$ cat src/rtl/pmic_pkg.sv
package pmic_pkg;
    localparam int DW = 16;
    localparam int AW = 5;

    localparam logic [AW-1:0] IX_ID    = 5'h00;
    localparam logic [AW-1:0] IX_ISTAT = 5'h01;
    localparam logic [AW-1:0] IX_IMASK = 5'h02;
    localparam logic [AW-1:0] IX_CAL   = 5'h06;
    localparam logic [AW-1:0] IX_ADC   = 5'h08;
    localparam logic [AW-1:0] IX_SAMP  = 5'h09;
    localparam logic [AW-1:0] IX_CTL1  = 5'h0D;
    localparam logic [AW-1:0] IX_CTL2  = 5'h0E;
    localparam logic [AW-1:0] IX_PSTAT = 5'h16;
    localparam logic [AW-1:0] IX_WDOG  = 5'h17;

    localparam int IRQ_KEY_BIT = 0;
    localparam int IRQ_ADC_BIT = 8;
    localparam int PSTAT_KEY_BIT = 5;
    localparam int WDOG_EN_BIT = 1;
    localparam int STRAP_BIT = 7;
endpackage

$ cat src/rtl/pmic_irq_ctrl.sv
module pmic_irq_ctrl #(
    parameter int DW = 16
) (
    input  logic          clk,
    input  logic          rst_n,
    input  logic          wr_stat,
    input  logic          wr_mask,
    input  logic [DW-1:0] wdata,
    input  logic [DW-1:0] set_vec,
    output logic [DW-1:0] stat_q,
    output logic [DW-1:0] mask_q,
    output logic          irq
);
    typedef struct packed {
        logic [DW-1:0] stat;
        logic [DW-1:0] mask;
    } irq_st_t;

    irq_st_t st_d, st_q;

    always_comb begin
        st_d = st_q;
        if (wr_stat) st_d.stat = st_q.stat ^ wdata;
        st_d.stat = st_d.stat | set_vec;
        if (wr_mask) st_d.mask = wdata;
    end

    always_ff @(posedge clk) begin
        if (!rst_n) begin
            st_q.stat <= '0;
            st_q.mask <= '1;
        end else begin
            st_q <= st_d;
        end
    end

    assign stat_q = st_q.stat;
    assign mask_q = st_q.mask;
    assign irq    = |(st_q.stat & ~st_q.mask);


    toggle_write_chk: assert property (@(posedge clk) disable iff (!rst_n)
        (wr_stat && set_vec == '0) |=> stat_q == ($past(stat_q) ^ $past(wdata)));


    mask_closed_chk: assert property (@(posedge clk) disable iff (!rst_n)
        (wr_mask && wdata == '1) |=> !irq);


    event_wins_chk: assert property (@(posedge clk) disable iff (!rst_n)
        (set_vec != '0) |=> ((stat_q & $past(set_vec)) == $past(set_vec)));
endmodule

$ cat src/rtl/pmic_adc.sv
module pmic_adc #(
    parameter int          DW = 16,
    parameter int          CH_W = 4,
    parameter int          RES_W = 10,
    parameter logic [15:0] SAMPLE_INIT = 16'hFFFF
) (
    input  logic            clk,
    input  logic            rst_n,
    input  logic            wr_sel,
    input  logic            wr_samp,
    input  logic [CH_W-1:0] sel_wdata,
    input  logic [DW-1:0]   samp_wdata,
    output logic [DW-1:0]   sel_rd,
    output logic [DW-1:0]   samp_rd,
    output logic            done_evt
);
    localparam int PAD_W = DW - CH_W - RES_W;

    typedef struct packed {
        logic [CH_W-1:0] ch;
        logic [DW-1:0]   samp;
    } adc_st_t;

    adc_st_t st_d, st_q;

    function automatic logic [RES_W-1:0] preset(input logic [CH_W-1:0] c);
        case (c)
            4'd1:    preset = RES_W'(10'h3C2);
            4'd2:    preset = RES_W'(10'h0FC);
            4'd3:    preset = RES_W'(10'h165);
            4'd4:    preset = RES_W'(10'h07B);
            4'd5:    preset = RES_W'(10'h3FF);
            4'd6:    preset = RES_W'(10'h011);
            4'd7:    preset = RES_W'(10'h011);
            4'd8:    preset = RES_W'(10'h250);
            4'd10:   preset = RES_W'(10'h002);
            4'd11:   preset = RES_W'(10'h011);
            4'd12:   preset = RES_W'(10'h3D0);
            4'd13:   preset = RES_W'(10'h330);
            default: preset = '0;
        endcase
    endfunction

    always_comb begin
        st_d = st_q;
        if (wr_sel)  st_d.ch   = sel_wdata;
        if (wr_samp) st_d.samp = st_q.samp & ~samp_wdata;
    end

    always_ff @(posedge clk) begin
        if (!rst_n) begin
            st_q.ch   <= '0;
            st_q.samp <= DW'(SAMPLE_INIT);
        end else begin
            st_q <= st_d;
        end
    end

    assign sel_rd   = {{PAD_W{1'b0}}, st_q.ch, preset(st_q.ch)};
    assign samp_rd  = st_q.samp;
    assign done_evt = wr_sel;


    chan_latch_chk: assert property (@(posedge clk) disable iff (!rst_n)
        wr_sel |=> sel_rd[RES_W +: CH_W] == $past(sel_wdata));


    samp_clear_chk: assert property (@(posedge clk) disable iff (!rst_n)
        wr_samp |=> (samp_rd & $past(samp_wdata)) == '0);
endmodule

$ cat src/rtl/pmic_regbank.sv
module pmic_regbank
    import pmic_pkg::*;
#(
    parameter logic [15:0] ID_BASE = 16'h0215,
    parameter logic [15:0] CAL_INIT = 16'h0001,
    parameter logic [15:0] PSTAT_INIT = 16'h0020,
    parameter logic [15:0] SAMPLE_INIT = 16'hFFFF
) (
    input  logic          clk,
    input  logic          rst_n,
    input  logic          acc_wr,
    input  logic [AW-1:0] acc_index,
    input  logic [DW-1:0] acc_wdata,
    output logic [DW-1:0] acc_rdata,
    input  logic          variant_strap,
    input  logic          key_pulse,
    input  logic          key_state,
    output logic          irq_out,
    output logic          shutdown_req
);
    localparam int CH_W = 4;
    localparam int RES_W = 10;

    typedef struct packed {
        logic [DW-1:0] cal;
        logic [DW-1:0] ctl1;
        logic [DW-1:0] ctl2;
        logic [DW-1:0] pstat;
        logic          sdn;
    } misc_st_t;

    misc_st_t st_d, st_q;

    logic [DW-1:0] istat, imask, adc_rd, samp_rd, evt;
    logic          adc_done;

    wire hit_istat = acc_wr && acc_index == IX_ISTAT;
    wire hit_imask = acc_wr && acc_index == IX_IMASK;
    wire hit_adc   = acc_wr && acc_index == IX_ADC;
    wire hit_samp  = acc_wr && acc_index == IX_SAMP;

    always_comb begin
        evt = '0;
        evt[IRQ_KEY_BIT] = key_pulse;
        evt[IRQ_ADC_BIT] = adc_done;
    end

    pmic_irq_ctrl #(.DW(DW)) u_irq (
        .clk     (clk),
        .rst_n   (rst_n),
        .wr_stat (hit_istat),
        .wr_mask (hit_imask),
        .wdata   (acc_wdata),
        .set_vec (evt),
        .stat_q  (istat),
        .mask_q  (imask),
        .irq     (irq_out)
    );

    pmic_adc #(
        .DW(DW), .CH_W(CH_W), .RES_W(RES_W), .SAMPLE_INIT(SAMPLE_INIT)
    ) u_adc (
        .clk        (clk),
        .rst_n      (rst_n),
        .wr_sel     (hit_adc),
        .wr_samp    (hit_samp),
        .sel_wdata  (acc_wdata[RES_W +: CH_W]),
        .samp_wdata (acc_wdata),
        .sel_rd     (adc_rd),
        .samp_rd    (samp_rd),
        .done_evt   (adc_done)
    );

    always_comb begin
        st_d = st_q;
        st_d.sdn = 1'b0;
        if (acc_wr) begin
            case (acc_index)
                IX_CAL:  st_d.cal  = acc_wdata;
                IX_CTL1: st_d.ctl1 = acc_wdata;
                IX_CTL2: st_d.ctl2 = acc_wdata;
                IX_WDOG: st_d.sdn  = (acc_wdata == '0) && st_q.ctl1[WDOG_EN_BIT];
                default: ;
            endcase
        end
        if (key_pulse) st_d.pstat[PSTAT_KEY_BIT] = ~key_state;
    end

    always_ff @(posedge clk) begin
        if (!rst_n) begin
            st_q.cal   <= DW'(CAL_INIT);
            st_q.ctl1  <= '0;
            st_q.ctl2  <= '0;
            st_q.pstat <= DW'(PSTAT_INIT);
            st_q.sdn   <= 1'b0;
        end else begin
            st_q <= st_d;
        end
    end

    always_comb begin
        case (acc_index)
            IX_ID:    acc_rdata = DW'(ID_BASE) | (DW'(variant_strap) << STRAP_BIT);
            IX_ISTAT: acc_rdata = istat;
            IX_IMASK: acc_rdata = imask;
            IX_CAL:   acc_rdata = st_q.cal;
            IX_ADC:   acc_rdata = adc_rd;
            IX_SAMP:  acc_rdata = samp_rd;
            IX_CTL1:  acc_rdata = st_q.ctl1;
            IX_CTL2:  acc_rdata = st_q.ctl2;
            IX_PSTAT: acc_rdata = st_q.pstat;
            default:  acc_rdata = '0;
        endcase
    end

    assign shutdown_req = st_q.sdn;


    shutdown_cause_chk: assert property (@(posedge clk) disable iff (!rst_n)
        shutdown_req |-> $past(acc_wr && acc_index == IX_WDOG &&
                               acc_wdata == '0 && st_q.ctl1[WDOG_EN_BIT]));


    shutdown_single_chk: assert property (@(posedge clk) disable iff (!rst_n)
        shutdown_req |=> !shutdown_req);


    key_level_chk: assert property (@(posedge clk) disable iff (!rst_n)
        key_pulse |=> st_q.pstat[PSTAT_KEY_BIT] == !$past(key_state));
endmodule

$ cat config.mk
export PLATFORM = sky130hd
export DESIGN_NAME = pmic_regbank
export DESIGN_NICKNAME = d
export VERILOG_FILES = /design/src/rtl/pmic_pkg.sv /design/src/rtl/pmic_irq_ctrl.sv /design/src/rtl/pmic_adc.sv /design/src/rtl/pmic_regbank.sv
export SDC_FILE = /design/constraint.sdc
export NUM_CORES = 1
export LEC_CHECK = 0
export ABC_AREA = 1
export BUFFER_PORTS_ARGS = -buffer_cell sky130_fd_sc_hd__buf_2
export CAP_MARGIN = 30
export CORE_ASPECT_RATIO = 1.2
export CORE_MARGIN = 1
export CORE_UTILIZATION = 42
export DETAILED_ROUTE_END_ITERATION = 8
export SYNTH_ARGS = -nofsm -noshare
export SYNTH_HDL_FRONTEND = slang
export SYNTH_SLANG_ARGS = --single-unit
$ cat constraint.sdc
create_clock -name clk -period 4.6 [get_ports clk]
set_input_delay 0.46 -clock clk [delete_from_list [all_inputs] [get_ports clk]]
set_output_delay 0.46 -clock clk [all_outputs]
set_load 0.02 [all_outputs]
### Word level (Yosys, flattened, before mapping)

Memory sizes are Yosys's and may differ from the RTL's. A register that Yosys moved wholly into a read port is not among the register bits.
Index checks and enable logic that the tools add are counted.

* bits in registers: 102
* RAM bits: 0
* latch bits: 0
* word-level logic and storage cells: 42
* memories: 1
* memory bits (read-only): 160

* multipliers: 0
* shifts and indexed selects: 0
* $lt $le $gt $ge: 0
* equal/unequal tests: 9
* div/mod/pow operators: 0
* reduce and logical (&&, ||, !) cells: 12
* muxes and demuxes: 4
* add/sub/neg operators: 0
* bitwise operators: 7

Memory list
* (no name shown): depth 16, width 10, read ports 1, clocked after Yosys merged registers in 1, wr ports 0, line pmic_adc.sv:27 `case (c)`

Operator list (number)
* case mux 16 bit (9 select lines): 1
* bitwise AND 16 bit: 2
* inverter 16 bit: 2
* equality test 5 x 4 -> 1 bit (second input constant): 4
* zero test 16 bit: 1
* 2-to-1 mux 16 bit: 1
* bitwise OR 16 x 9 -> 16 bit: 1
* OR reduction 16 bit: 1
* XOR 16 bit: 1
* equality test 5 bit (second input constant): 2
* 2-to-1 mux 4 bit: 2
* AND reduction 2 bit: 3
* equality test 5 x 1 -> 1 bit (second input constant): 1
* equality test 5 x 2 -> 1 bit (second input constant): 1
* equality test 5 x 3 -> 1 bit (second input constant): 1
* logical AND 1 bit: 5
* zero test 5 bit: 1
* AND reduction 3 bit: 1
* inverter 1 bit: 1

### Logic depth before layout (Yosys ltp)

Gate-level depths: netlist of the first run.

* depth in word-level cells: 4
* gate-level depth with buffers: 12
* depth with buffers taken out: 12

### By module

From an unflattened synthesis of the first run, not the netlist that was laid out.

* cell total of the unflattened synthesis: 982
* area total of the unflattened synthesis: 6254.7 um^2

Modules (own cells, without submodules)
* pmic_regbank: area an instance 3370.7 um^2, cells each 581, instances 1
* pmic_irq_ctrl: area an instance 1555.2 um^2, cells each 235, instances 1
* pmic_adc: area an instance 1328.8 um^2, cells each 166, instances 1

### Worst setup path before layout of the first run

OpenSTA, ideal clock, no wires.

* path type: input to output
* from: input acc_index[0]
* to: output acc_rdata[5]
* path buffers: 1
* arrival: 1.444 ns
* path slack: 2.696 ns
* required time: 4.140 ns
* stages: 10
* path through: inv_2 nand2_2 nor3_2 nand2_2 inv_2 buf_2 nand2_1 nand2_1 nor2_1 nand3_1

* cells in the longest elaborated chain, start to end: 2

Ends and longest elaborated chain
* start, declared: line pmic_regbank.sv:12 `input logic [AW-1:0] acc_index,`
* equality test 5 bit, or another cell as far along: line pmic_regbank.sv:102 `case (acc_index)`
* case mux 16 bit (9 select lines) (*): line pmic_regbank.sv:102
* end, declared: line pmic_regbank.sv:14 `output logic [DW-1:0] acc_rdata,`

Mark *: on every way between the ends. The rest lies on a longest branch, timed or not.

### Worst setup path in the final report of the first run

* from: input acc_index[0]
* to: output acc_rdata[0]

The elaborated chain is that of the path after synthesis.

==> results.yml, run 1 <==
global_routing:
  grt_usage_pct: 24.5
  grt_max_degree: 38
  antenna_found_initial: 0
  first_global_vias: 4748
  grt_pass1_wl_um: 24700
  grt_overflow: 0
clocking:
  cts.clk_slew.worst_paths_ns: 0.08
  cts_tree: "done"
  cts_resized: 0
  cts_setup_buffers: 0
  insertion_delay_ns: 0.35
  cts_max_level: 3
  holdBufCountCts: 0
  cts_sinks: 112
  cts-root-buf: "clkbuf_16"
  cts_max_path_buffers: 2
  cts_buffers: 9
setup_path:
  cp-start-kind: "input port"
  cp_data_arrival_time_ns: 2.46
  critPathKind: "input port to output pin"
  worst-path-max-fanout: 26
  worst_path_dominant_cell_family: "simple AND/OR/NAND/NOR gates"
  worstSetupEndpointType: "output pin"
  reg2reg_slack_ns: 3.01
  crit_buf_inv: 4
  cpMaxStageDelayCell: "inv_2"
  cp.required_ns: 4.14
  max_stage_delay_ns: 0.55
  crit_chain: "buf_2 -> inv_2 -> nor2_1 -> nand3_2 -> inv_2 -> nand2_1 -> o21ai_0 -> nor2_1 -> nand4_1 -> buf_2"
layout:
  post-route-cell-area_mm2: 0.00579
  seq_area_mm2: 0.00224
  nNetsFinal: 740
  final_util_pct: 47.8
  diodes: 0
  drive_above_1_share_pct: 16.2
  fill_cells: 1210
  syn_to_final_growth_pct: 10.5
  multiInputGateArea_mm2: 0.00251
placement:
  io_buffers: 44
  place.gp.congestion: 0.871
  dp_slack_ns: 1.73
  placedInstanceArea_mm2: 0.00551
  dp_hpwl_um: 10800
logic_synthesis:
  synthFlopType: "dfxtp_1"
  synth_edf_count: 0
  synth_top_area_cell: "dfxtp_1"
  synth_top_area_share_pct: 42.8
  synth-async-reset-ratio_pct: 0
  synth_area_per_cell_um2: 7.66
  synth.distinct_cells: 38
  synth-seq-cells: 112
  ys.warnings.count: 0
  synth_nets: 717
  netlist_instances: 684
  ys_top_cells_by_count: "137 x nand2_1, 112 x dfxtp_1, 67 x inv_1"
  synth_area_mm2: 0.00524
  netlist_top_cells_area: "dfxtp_1 43%, nand2_1 9.8%, o21ai_0 5.0%"
  synth_most_common_cell: "nand2_1"
  ys_seq_area_share_pct: 42.8
timing:
  hold_violations: 0
  setup_tns_ns: 0
  drv_slew: 0
  tightest_slew_ns: 0.690
  finalSetupViolations: 0
  fmax_ghz: 0.342
  rsz0062_at_grt: "no"
  timing.slew.headroom_pct: 53.9
  min_period_ns: 2.92
  fin_crit_sh_pct: 63.5
  setup_ws_ns: 1.68
  skew_ns: 0.00387
detailed_routing:
  ant_nets: 0
  drt_pass1_iterations: 5
  wirelength_um: 15600
  drc_errors: 0
  vias: 4914
  wl_per_cell_um: 17.8
  post_drt_via_cell_ratio: 5.63
  dr.first_iter.drc_count: 329
run:
  drv_cap: 0
floorplan:
  die_w_um: 104
  die_height_um: 124
  ios: 45
  start_util_pct: 43.2
  rows: 44
  fp.coreArea_mm2: 0.0121
  die_area_mm2: 0.0129
power_and_ir_drop:
  leakagePower_nw: 2.44
  peakVddDrop_v: 0.000151
  power.total_mw: 1.87
  powerDensity_mw_per_mm2: 323
worst_hold_path:
  hold_path.class: "input port to flip-flop"
outcome:
  outcome: "completed"
## worst reg2reg max path, delay by kind of cell, from the launching register on
kind	cells	cell delay, ns
AOI/OAI and AO/OA	1	0.18
adders and majority gates	1	0.33
DFF	1	0.36
and+or+nand+nor	5	0.61
## layout make-up
class	instances	area share [%]
flip-flops and latches	112	38.8
inverters	78	5.06
clock buffers	11	4.20
clock inverters	5	0.562
well taps	161	3.48
multi-input cells	458	43.4
repair buffers	48	4.54
## metrics by stage
stage	std cells	hold slack, ns
floorplan	684	0.425
global placement	856	0.440
detailed placement	857	0.449
CTS	873	0.272
global route	873	0.306
finish	873	0.278
## report_power, final
group / total [mW] / internal, mW / leakage (nW) / switching [mW]
logic: 0.143 / 0.0352 / 1.41 / 0.107
registers: 0.989 / 0.982 / 0.906 / 0.00727
clock network: 0.738 / 0.381 / 0.128 / 0.357
total: 1.87 / 1.40 / 2.44 / 0.472
## registers in the layout, indices dropped and copies added (netlist names)
name	cells
u_irq.mask_q	16
u_adc.sel_rd	14
u_irq.stat_q	16
st_q	49
shutdown_req	1
u_adc.samp_rd	16
## path summary, 6_finish.rpt
path	startpoint	cells after the start	endpoint
worst max-delay path	acc_index[0]	10	acc_rdata[0]
worst min register to register	u_adc.samp_rd[15]	2	u_adc.samp_rd[15]
worst min-delay path	key_state	2	st_q[6]
worst max register to register	u_adc.sel_rd[11]	7	u_adc.sel_rd[7]
## layout by cell type, fill, tap and decap left out, drive strengths merged
cell      count
a31oi        14
a211oi       30
a22oi         6
inv          78
a21boi        1
o21ai        58
buf          48
clkinvlp      3
a21oi        41
a22o          1
dfxtp       112
nand3b        4
ha            6
o211ai        8
nor2         54
o221ai        4
nand3        26
a32oi         1
o22ai        10
nand4        16
nor3         25
nand2       140
clkbuf       11
nor4         12
clkinv        2
o2111ai       1
## metal layers
metal,vias to the layer above,track usage [%],part of all wire [%]
met1,2327,32.3,44
met3,25,3.35,6.3
li1,2376,-,-
met5,-,0,0
met2,186,39.8,47
met4,0,10.9,2.7
## cells by family (layout without fill, tap and decap cells)
kind of cell	count (synthesis)	after routing	synth area share [%]
and+or+nand+nor	277	277	24.4
AOI/OAI and AO/OA	175	175	22.2
adders and majority gates	6	6	1.43
buffers and inverters	114	142	9.22
DFF	112	112	42.8
No activity file was read; power rests on OpenSTA's default activity.
==> inputs of run 2 (changes only) <==
==> constraint.sdc (replaced) <==
create_clock -name clk -period 2.5 [get_ports clk]
set_input_delay 0.25 -clock clk [delete_from_list [all_inputs] [get_ports clk]]
set_output_delay 0.25 -clock clk [all_outputs]
set_load 0.02 [all_outputs]
==> run 2 against run 1 <==
Die area did not move. Critical path type unchanged. Wire length up 0.41%. Register-to-register slack worse by 2.0 ns.
==> results.yml, run 2 (synthesis gave the netlist of run 1 again) <==
outcome:
  outcome: "completed"
global_routing:
  grt_max_degree: 38
  first_global_vias: 4662
  antenna_found_initial: 0
  grt_overflow: 0
  grt_usage_pct: 25.1
  grt_pass1_wl_um: 25200
clocking:
  cts_max_level: 3
  holdBufCountCts: 0
  cts_tree: "done"
  cts-root-buf: "clkbuf_16"
  insertion_delay_ns: 0.36
  cts_resized: 0
  cts.clk_slew.worst_paths_ns: 0.07
  cts_buffers: 9
  cts_setup_buffers: 0
  cts_sinks: 112
  cts_max_path_buffers: 2
setup_path:
  crit_top_cell: "nand2_1"
  crit_chain: "buf_2 -> inv_2 -> nand2_1 -> nor2_1 -> nand2_1 -> inv_2 -> nand2_1 -> o21ai_0 -> a21oi_1 -> nand3b_1 -> buf_2"
  cp-start-kind: "input port"
  max_stage_delay_ns: 0.41
  worst-path-max-fanout: 17
  cp.required_ns: 2.25
  cpMaxStageDelayCell: "inv_2"
  cp_data_arrival_time_ns: 2.02
  critPathKind: "input port to output pin"
  worstSetupEndpointType: "output pin"
  reg2reg_slack_ns: 1.02
layout:
  fill_cells: 1235
  diodes: 0
  drive_above_1_share_pct: 17.3
  layout_common_cells: "137 x nand2_1, 112 x dfxtp_1, 66 x inv_1"
  seq_area_mm2: 0.00224
  post-route-cell-area_mm2: 0.00591
  nNetsFinal: 749
  largest_reg_flops: 49
  layout.cells.most_common: "nand2_1"
  top_register: "st_q"
  syn_to_final_growth_pct: 12.8
  multiInputGateArea_mm2: 0.00251
floorplan:
  die_height_um: 124
  ios: 45
  die_area_mm2: 0.0129
  fp.coreArea_mm2: 0.0121
  start_util_pct: 43.2
  die_w_um: 104
  rows: 44
timing:
  fin_crit_sh_pct: 90.7
  tightest_slew_ns: 0.729
  skew_ns: 0.00372
  min_period_ns: 2.27
  finalSetupViolations: 0
  drv_slew: 0
  rsz0062_at_grt: "no"
  setup_ws_ns: 0.231
  hold_violations: 0
  setup_tns_ns: 0
  timing.slew.headroom_pct: 51.4
  fmax_ghz: 0.441
power_and_ir_drop:
  p_sw_share_pct: 24.7
  pwr-share-seq_pct: 49.5
  leakagePower_nw: 2.52
  powerDensity_mw_per_mm2: 623
  cell_internal_pwr_mw: 2.77
  clkPwrFrac_pct: 43.2
  switchingPower_mw: 0.908
  power.total_mw: 3.68
  comb_power_share_pct: 7.3
  peakVddDrop_v: 0.000275
placement:
  place.gp.congestion: 0.881
  placedInstanceArea_mm2: 0.00558
  dp_hpwl_um: 11200
  dp_slack_ns: 0.271
  io_buffers: 44
detailed_routing:
  drc_errors: 0
  dr.first_iter.drc_count: 320
  wirelength_um: 15600
  wl_per_cell_um: 17.7
  post_drt_via_cell_ratio: 5.56
  ant_nets: 0
  vias: 4906
  drt_pass1_iterations: 5
run:
  drv_cap: 0
worst_hold_path:
  hold_path.class: "input port to flip-flop"
-- run 2: cell types whose count changed in the layout (fill, tap and decap cells not counted), sizes merged --
| cell | change |
|---|---|
| inv | +3 |
| clkinvlp | -3 |
| clkbuf | -2 |
| buf | +9 |
| bufinv | +2 |
-- run 2: stage by stage --
step           instances  utilization [%]  hold WS [ns]
2_1_floorplan        684                -         0.350
3_3_place_gp         865             45.9         0.431
3_5_place_dp         866             46.1         0.444
4_1_cts              882             48.8        0.0667
5_1_grt              882             48.8        0.0839
6_report             882             48.8        0.0655
-- run 2: critical path: cells and delay by family --
family	cells	cell delay [ns]
buf+inv	4	0.84
simple gates	5	0.72
compound gates	2	0.19
-- run 2: path summary, 6_finish.rpt --
| check | cells past startpoint | to | startpoint |
|---|---|---|---|
| hold reg to reg | 2 | st_q[52] | st_q[52] |
| setup reg to reg | 8 | u_adc.sel_rd[7] | u_adc.sel_rd[11] |
| hold / removal | 2 | st_q[6] | key_state |
| setup / recovery | 11 | acc_rdata[1] | acc_index[4] |
-- run 2: cell type report --
class,count,share of cell area (%)
well taps,161,3.41
repair buffers,57,5.59
multi-input cells,458,42.5
inverters,78,4.96
clock buffers,9,3.81
flip-flops and latches,112,38.0
clock inverters,7,1.74
-- run 2: layer usage --
metal | share of wire, % | global-route usage [%]
met5 | 0 | 0
met4 | 2.0 | 8.40
met1 | 44 | 33.2
met3 | 7.4 | 5.70
met2 | 47 | 40.2
-- run 2: power by group through the flow --
stage / registers [mW] / logic [mW] / clock network (mW)
finish: 1.82 / 0.269 / 1.59
global route: 1.82 / 0.294 / 1.69
CTS: 1.82 / 0.267 / 1.61
detailed placement: 1.86 / 0.267 / 0
global placement: 1.86 / 0.260 / 0
floorplan: 1.86 / 0.157 / 0
